==> src/rtl/i2c_crc_target.sv <==
module i2c_crc_target #(
  parameter int AW = 8
) (
  input  logic          clk,
  input  logic          rst_n,
  input  logic          scl_i,
  input  logic          sda_i,
  output logic          sda_oe,
  input  logic          crc_en,
  input  logic [6:0]    dev_addr,
  output logic          reg_we,
  output logic [AW-1:0] reg_waddr,
  output logic [7:0]    reg_wdata,
  output logic          reg_re,
  output logic [AW-1:0] reg_raddr,
  input  logic [7:0]    reg_rdata
);
  localparam logic [7:0] POLY = 8'h07;
  localparam logic [3:0] BITS = 4'd8;

  typedef enum logic [2:0] {S_IDLE, S_ADDR, S_REG, S_WDAT, S_WCRC, S_RDAT, S_RCRC} st_t;

  st_t st;
  logic scl_q, sda_q;
  logic [3:0] cnt;
  logic [7:0] sh, tx, crc, wbuf;
  logic ack_ok, rw, keep, mack;
  logic [AW-1:0] ptr;

  function automatic logic [7:0] crc8(input logic [7:0] c, input logic [7:0] d);
    logic [7:0] r;
    r = c ^ d;
    for (int i = 0; i < 8; i++) r = r[7] ? ((r << 1) ^ POLY) : (r << 1);
    return r;
  endfunction

  logic scl_rise, scl_fall, start_c, stop_c, hit, crc_ok;
  logic [7:0] rx_crc, rd_crc;

  assign scl_rise  = scl_i & ~scl_q;
  assign scl_fall  = ~scl_i & scl_q;
  assign start_c   = scl_i & scl_q & sda_q & ~sda_i;
  assign stop_c    = scl_i & scl_q & ~sda_q & sda_i;
  assign hit       = (sh[7:1] == dev_addr);
  assign crc_ok    = (sh == crc);
  assign rx_crc    = crc8(crc, sh);
  assign rd_crc    = crc8(crc, reg_rdata);
  assign reg_raddr = ptr;

  always_ff @(posedge clk or negedge rst_n) begin
    if (!rst_n) begin
      st        <= S_IDLE;
      scl_q     <= 1'b1;
      sda_q     <= 1'b1;
      cnt       <= '0;
      sh        <= '0;
      tx        <= '0;
      crc       <= '0;
      wbuf      <= '0;
      ack_ok    <= 1'b0;
      rw        <= 1'b0;
      keep      <= 1'b0;
      mack      <= 1'b1;
      ptr       <= '0;
      sda_oe    <= 1'b0;
      reg_we    <= 1'b0;
      reg_waddr <= '0;
      reg_wdata <= '0;
      reg_re    <= 1'b0;
    end else begin
      scl_q  <= scl_i;
      sda_q  <= sda_i;
      reg_we <= 1'b0;
      reg_re <= 1'b0;
      if (stop_c) begin
        st     <= S_IDLE;
        cnt    <= '0;
        sda_oe <= 1'b0;
        crc    <= '0;
        keep   <= 1'b0;
      end else if (start_c) begin
        st     <= S_ADDR;
        cnt    <= '0;
        sda_oe <= 1'b0;
        keep   <= 1'b0;
        if (!keep) crc <= '0;
      end else if (st != S_IDLE) begin
        if (scl_rise) begin
          if (cnt < BITS) sh <= {sh[6:0], sda_i};
          if (cnt == BITS) mack <= sda_i;
          cnt <= cnt + 4'd1;
        end else if (scl_fall) begin
          if (cnt == BITS) begin
            case (st)
              S_ADDR: begin
                ack_ok <= hit;
                sda_oe <= hit;
                rw     <= sh[0];
                crc    <= rx_crc;
              end
              S_REG: begin
                ack_ok <= 1'b1;
                sda_oe <= 1'b1;
                ptr    <= AW'(sh);
                crc    <= rx_crc;
                keep   <= 1'b1;
              end
              S_WDAT: begin
                ack_ok <= 1'b1;
                sda_oe <= 1'b1;
                keep   <= 1'b0;
                wbuf   <= sh;
                if (crc_en) begin
                  crc <= rx_crc;
                end else begin
                  crc       <= '0;
                  reg_we    <= 1'b1;
                  reg_waddr <= ptr;
                  reg_wdata <= sh;
                  ptr       <= ptr + AW'(1);
                end
              end
              S_WCRC: begin
                ack_ok <= crc_ok;
                sda_oe <= crc_ok;
                crc    <= '0;
                if (crc_ok) begin
                  reg_we    <= 1'b1;
                  reg_waddr <= ptr;
                  reg_wdata <= wbuf;
                  ptr       <= ptr + AW'(1);
                end
              end
              S_RDAT: begin
                sda_oe <= 1'b0;
                ptr    <= ptr + AW'(1);
                if (!crc_en) crc <= '0;
              end
              S_RCRC: begin
                sda_oe <= 1'b0;
                crc    <= '0;
              end
              default: sda_oe <= 1'b0;
            endcase
          end else if (cnt > BITS) begin
            cnt    <= '0;
            sda_oe <= 1'b0;
            case (st)
              S_ADDR: begin
                if (!ack_ok) begin
                  st <= S_IDLE;
                end else if (rw) begin
                  st     <= S_RDAT;
                  tx     <= reg_rdata;
                  sda_oe <= ~reg_rdata[7];
                  crc    <= rd_crc;
                  reg_re <= 1'b1;
                end else begin
                  st <= S_REG;
                end
              end
              S_REG:  st <= S_WDAT;
              S_WDAT: st <= crc_en ? S_WCRC : S_WDAT;
              S_WCRC: st <= ack_ok ? S_WDAT : S_IDLE;
              S_RDAT: begin
                if (mack) begin
                  st <= S_IDLE;
                end else if (crc_en) begin
                  st     <= S_RCRC;
                  tx     <= crc;
                  sda_oe <= ~crc[7];
                end else begin
                  tx     <= reg_rdata;
                  sda_oe <= ~reg_rdata[7];
                  crc    <= rd_crc;
                  reg_re <= 1'b1;
                end
              end
              S_RCRC: begin
                if (mack) begin
                  st <= S_IDLE;
                end else begin
                  st     <= S_RDAT;
                  tx     <= reg_rdata;
                  sda_oe <= ~reg_rdata[7];
                  crc    <= rd_crc;
                  reg_re <= 1'b1;
                end
              end
              default: st <= S_IDLE;
            endcase
          end else if (cnt != 4'd0 && (st == S_RDAT || st == S_RCRC)) begin
            sda_oe <= ~tx[6];
            tx     <= tx << 1;
          end
        end
      end
    end
  end
endmodule


==> config.mk <==
export PLATFORM = sky130hd
export DESIGN_NAME = i2c_crc_target
export DESIGN_NICKNAME = d
export VERILOG_FILES = /design/src/rtl/i2c_crc_target.sv
export SDC_FILE = /design/constraint.sdc
export NUM_CORES = 1
export LEC_CHECK = 0
export ABC_CLOCK_PERIOD_IN_PS = 3300
export BUFFER_PORTS_ARGS = -buffer_cell sky130_fd_sc_hd__buf_2
export CORE_ASPECT_RATIO = 0.5
export CORE_MARGIN = 5
export CORE_UTILIZATION = 35
export CTS_CLUSTER_DIAMETER = 150
export DETAILED_ROUTE_END_ITERATION = 12
export PLACE_DENSITY = 0.57
export SETUP_SLACK_MARGIN = 0.02
export SYNTH_ARGS = -nofsm -noshare
export SYNTH_HDL_FRONTEND = slang
export SYNTH_SLANG_ARGS = --single-unit
==> constraint.sdc <==
create_clock -name clk -period 3.3 [get_ports clk]
set_input_delay 0.495 -clock clk [delete_from_list [all_inputs] [get_ports clk]]
set_output_delay 0.495 -clock clk [all_outputs]
set_load 0.05 [all_outputs]
==> results of run 1 <==
worst max-delay path by stage:
stage          depth (start not counted)  start      endpoint  slack [ns]
6_report                               7  sh[4]  reg_waddr[3]        0.52
5_1_grt                                7  sh[6]  reg_waddr[5]        0.30
4_1_cts                                7  sh[6]  reg_waddr[3]        0.43
3_5_place_dp                           7  sh[6]  reg_waddr[3]        0.41
3_3_place_gp                           7  sh[6]  reg_waddr[6]        0.55
2_1_floorplan                          9  sh[2]  reg_waddr[0]        0.89
metal layers:
| metal | up-vias | GRT usage, % | routed length (um) |
|---|---|---|---|
| li1 | 1605 | - | - |
| met1 | 1657 | 22.7 | 5860 |
| met2 | 65 | 24.0 | 4980 |
| met3 | 9 | 3.58 | 424 |
| met4 | 0 | 3.21 | 111 |
| met5 | - | 0 | 0 |
cells by family (layout without fill, tap and decap cells):
logic type,after synthesis,after routing,share of synthesized area [%]
mux,45,45,11.3
compound gates,101,101,16.2
flops,71,71,40.2
xor+xnor,46,46,10.7
simple gates,111,111,14.9
fa+ha+maj,11,11,3.11
buf+inv,33,77,3.53
state kept, by name (all words and copies together), names as in the netlist:
| signal | count |
|---|---|
| wbuf | 8 |
| reg_raddr | 8 |
| sh | 8 |
| sda_q | 1 |
| reg_we | 1 |
| scl_q | 1 |
| ack_ok | 1 |
| mack | 1 |
| crc | 8 |
| st | 3 |
| sda_oe | 1 |
| rw | 1 |
| keep | 1 |
| reg_re | 1 |
| reg_wdata | 8 |
| cnt | 4 |
| reg_waddr | 8 |
| tx | 7 |
cell usage after synthesis (3+ instances only):
cell type / instances
nand2b_1: 7
dfrtp_1: 68
xnor3_1: 4
o22ai_1: 13
clkbuf_1: 11
nor3b_1: 3
a21oi_1: 20
nor2b_1: 3
and3_1: 3
a2bb2oi_1: 9
o21ai_0: 21
dfstp_2: 3
or3_1: 3
o2bb2ai_1: 9
nor2_1: 20
xnor2_1: 27
mux2_2: 32
nor3_1: 9
nand3_1: 9
o211ai_1: 4
xor2_1: 13
nand3b_1: 3
ha_1: 11
nand2_1: 25
a22oi_1: 3
and4_1: 3
inv_1: 9
buf_2: 7
mux2i_1: 10
final cells by class:
class / count / area [um^2]
clock inverter: 4 / 77.6
inverter: 9 / 33.8
tap: 170 / 213
multi-input combinational: 314 / 2490
sequential: 71 / 1780
fill: 1229 / 7390
timing repair buffer: 52 / 278
clock buffer: 12 / 256
critical path, delay by kind of cell (launching register included):
kind	cells	cell delay (ns)
AOI/OAI and AO/OA	2	0.85
adders and majority gates	1	0.21
xor gates and xnor gates	1	0.40
DFF	1	0.48
muxes	1	0.40
and+or+nand+nor	2	0.33
metrics by stage:
| step | total power, uW | worst slack, ns | instances |
|---|---|---|---|
| after floorplan | 1580 | 0.886 | 418 |
| after CTS | 2850 | 0.428 | 632 |
| after global placement | 1750 | 0.548 | 616 |
| after detailed placement | 1750 | 0.413 | 616 |
| final | 2820 | 0.517 | 632 |
| after global routing | 2960 | 0.299 | 632 |
where the power goes:
group	internal, uW	total, uW	switching, uW
clock network	706	1080	375
logic	378	690	313
registers	925	1050	124
total	2010	2820	812
==> out/metrics.cfg, run 1 <==
[layout]
diodes = 0
layout_commonest_cell = dfrtp_1
final_area_mm2 = 0.00513
layout_common_cells = dfrtp_1, buf_2, mux2_2
final_net_count = 488
final_util_pct = 41.0
drive_above_1_share_pct = 27.5
areaGrowthSynthToFinish_pct = 15.8

[logic_synthesis]
netlist_area_mm2 = 0.00443
syn_nets = 449
ys.flop_type = dfrtp_1
synth_top_area_share_pct = 38.4
synth_cell_type_count = 74
syn_inst = 418
synth_warnings = 0
avgSynthCellArea_um2 = 10.6
ys_seq_elements = 71
synthArstFlopShare_pct = 100
synth-edff-count = 0
ys_top_cells_by_area = dfrtp_1, mux2_2, xnor2_1
synth_top_area_cell = dfrtp_1
yosysSeqAreaShare_pct = 40.2

[floorplan]
die-area_mm2 = 0.0151
coreArea_mm2 = 0.0125
die_w_um = 169
pin_count = 47
die_height_um = 89.6
rows = 29
start_util_pct = 35.4

[worst_setup_path]
path_class = reg -> reg
cp.required_ns = 3.52
worstPathCellList = xnor2_1 -> ha_1 -> nand3_1 -> o31ai_2 -> nand4_2 -> a21oi_4 -> mux2_2
r2r_slack_ns = 0.52
rr_endpoint = reg_waddr[3]
start_kind = flop
crit_arrival_ns = 3.00
slowest_stage = a21oi_4
slowest_delay_ns = 0.50
endpoint_kind = flop
crit_fanout = 16
reg2reg_from = sh[4]
ff2ff_path_depth = 7

[route]
via_count = 3336
wl_um = 11400
viasPerCell = 5.28
dr.pass1.iters = 4
ant_nets = 0
wl_per_cell_um = 18.0
drt_iter0_markers = 228
drcViolationCount = 0

[clocking]
clk_latency_ns = 0.33
root_buffer = clkbuf_16
post-cts-setup-buffers = 0
numCtsBuffers = 9
postCtsHoldBufs = 0
htreeDepth = 3
cts.sinks = 71
cts_tree = built
cts_buffer_depth = 2
cts_resized = 0
path_clk_slew_ns = 0.06

[pwr]
power_density_mw_per_mm2 = 550
leakage_uw = 0.00234
ir_drop_uv = 284

[sta]
hold_slack_ns = 0.280
setup_viol = 0
max_freq_mhz = 359
fin_crit_ns = 2.78
relSlewSlack_pct = 37.7
grt_setup_unrepaired = false
period_share_pct = 84.3
hold_viol = 0
worst_pin_slew_ns = 0.935
fin_tns_setup_ns = 0
slew_viol_final = 0
clock-skew-final_ns = 0.00877

[run_status]
status = finished, final reports clean

[global_route]
first_global_vias = 3363
grtUsageTotal_pct = 15.6
grt_pass1_wl_um = 18600
overflow = 0
grt_max_degree = 72
antenna_found_initial = 0

[hold_path]
hp-class = in -> async

[placement]
place.port_buffers = 46
place_area_mm2 = 0.00480
gp_congestion = 0.884
dp_hpwl_um = 8180

[run]
cap_violations = 0

Note: power is estimated with default switching activity, not from simulation.
==> run 2: changes to the inputs <==
--- a/config.mk
+++ b/config.mk
@@ -5,14 +5,14 @@
 export SDC_FILE = /design/constraint.sdc
 export NUM_CORES = 1
 export LEC_CHECK = 0
-export ABC_CLOCK_PERIOD_IN_PS = 3300
+export ABC_CLOCK_PERIOD_IN_PS = 2500
 export BUFFER_PORTS_ARGS = -buffer_cell sky130_fd_sc_hd__buf_2
 export CORE_ASPECT_RATIO = 0.5
 export CORE_MARGIN = 5
 export CORE_UTILIZATION = 35
 export CTS_CLUSTER_DIAMETER = 150
 export DETAILED_ROUTE_END_ITERATION = 12
-export PLACE_DENSITY = 0.57
+export PLACE_DENSITY = 0.59
 export SETUP_SLACK_MARGIN = 0.02
 export SYNTH_ARGS = -nofsm -noshare
 export SYNTH_HDL_FRONTEND = slang
==> constraint.sdc (replaced) <==
create_clock -name clk -period 2.5 [get_ports clk]
set_input_delay 0.375 -clock clk [delete_from_list [all_inputs] [get_ports clk]]
set_output_delay 0.375 -clock clk [all_outputs]
set_load 0.05 [all_outputs]
==> out/metrics.cfg, run 2 (synthesized netlist as in run 1, its figures left out) <==
[sta]
clock-skew-final_ns = 0.0120
worst_pin_slew_ns = 0.908
slew_viol_final = 0
max_freq_mhz = 434
fin_ws_ns = 0.198
relSlewSlack_pct = 39.4
grt_setup_unrepaired = false
hold_slack_ns = 0.170
hold_viol = 0
fin_tns_setup_ns = 0
fin_crit_ns = 2.30
period_share_pct = 92.1
setup_viol = 0

[global_route]
grt_pass1_wl_um = 18200
first_global_vias = 3493
antenna_found_initial = 0
grtUsageTotal_pct = 15.3
use_met2_pct = 24.1
overflow = 0
met3_usage_pct = 3.58
busiest_layer = met2
grt_max_degree = 72
use_met1_pct = 21.3

[placement]
dp_hpwl_um = 8080
placedCellCount = 647
gp_congestion = 0.880
post-place-ws_ns = 0.106
place.port_buffers = 46

[layout]
areaGrowthSynthToFinish_pct = 20.9
drive_above_1_share_pct = 32.6
layout_common_cells = dfrtp_1, buf_2, buf_4
fillCellCount = 1206
final_net_count = 521
multiInputGateArea_mm2 = 0.00251
layout_commonest_cell = dfrtp_1
final_cell_count_no_fill = 664
diodes = 0
regArea_mm2 = 0.00178

[hold_path]
hp-class = in -> async

[route]
viasPerCell = 5.16
drcViolationCount = 0
dr.pass1.iters = 4
wl_per_cell_um = 16.6
drt_iter0_markers = 161
wl_um = 11000
ant_nets = 0
via_count = 3426

[run_status]
status = finished, final reports clean

[clocking]
postCtsHoldBufs = 0
clk_latency_ns = 0.34
htreeDepth = 3
cts_tree = built
root_buffer = clkbuf_16
path_clk_slew_ns = 0.06
numCtsBuffers = 9
cts.sinks = 71
cts_buffer_depth = 2

[pwr]
leakage_uw = 0.00248
total_power_uw = 3790
ir_drop_uv = 360
power_density_mw_per_mm2 = 707

[worst_setup_path]
slowest_stage = dfrtp_1
path_class = reg -> reg
worstPathCellList = xnor2_1 -> ha_1 -> nand3_1 -> o31ai_4 -> nand4_2 -> a21oi_4 -> buf_4 -> mux2_2
start_kind = flop
crit_arrival_ns = 2.52
endpoint_kind = flop
slowest_delay_ns = 0.40
cp.required_ns = 2.72
crit_fanout = 5
ff2ff_path_depth = 8

[run]
cap_violations = 0

[floorplan]
start_util_pct = 35.4
die-area_mm2 = 0.0151
die_height_um = 89.6
die_w_um = 169
pin_count = 47
rows = 29
coreArea_mm2 = 0.0125

[run 2: final cells by class]
class                   instances  area share (%)
inverters                       9           0.631
well taps                     170            3.97
clock buffers                   9            4.20
repair buffers                 85            9.81
flip-flops and latches         71            33.2
clock inverters                 6            1.31
multi-input cells             314            46.8
[run 2: metrics by stage]
step	instance area [um^2]	utilization, %
3_3_place_gp	5030	40.2
3_5_place_dp	5030	40.2
5_1_grt	5360	42.8
6_report	5360	42.8
2_1_floorplan	4430	-
4_1_cts	5330	42.5
[run 2: power breakdown]
group          switching (uW)  internal [uW]  total (uW)
Clock                     520            772        1290
Sequential               65.5           1220        1290
Combinational             561            647        1210
Total                    1150           2640        3790
[run 2: final timing paths]
path | end | slack [ns] | from
min in group clk | scl_q | 0.17 | scl_i
max in group asynchronous | cnt[0] | 1.74 | rst_n
worst min register to register | reg_waddr[4] | 0.50 | reg_waddr[4]
worst max-delay path | reg_waddr[3] | 0.20 | crc[7]
worst min-delay path | reg_wdata[2] | 0.17 | rst_n
worst max register to register | reg_waddr[3] | 0.20 | crc[7]
[run 2: timing repair]
item                                    4_1_cts  5_1_grt
endpoints found under the setup margin        0       16
resized for setup                             0        2
buffers inserted                              0        2
[run 2: worst max-delay path, delay by kind of cell, from the launching register on]
kind / cells / cell delay, ns
simple gates: 2 / 0.36
fa+ha+maj: 1 / 0.19
xor+xnor: 1 / 0.25
compound gates: 2 / 0.48
flops: 1 / 0.40
buf+inv: 1 / 0.17
mux: 1 / 0.34
[run 2: routing by layer]
layer,vias to the layer above,wire [um]
met4,0,150
met1,1682,5690
met3,12,370
li1,1675,-
met5,-,0
met2,57,4810
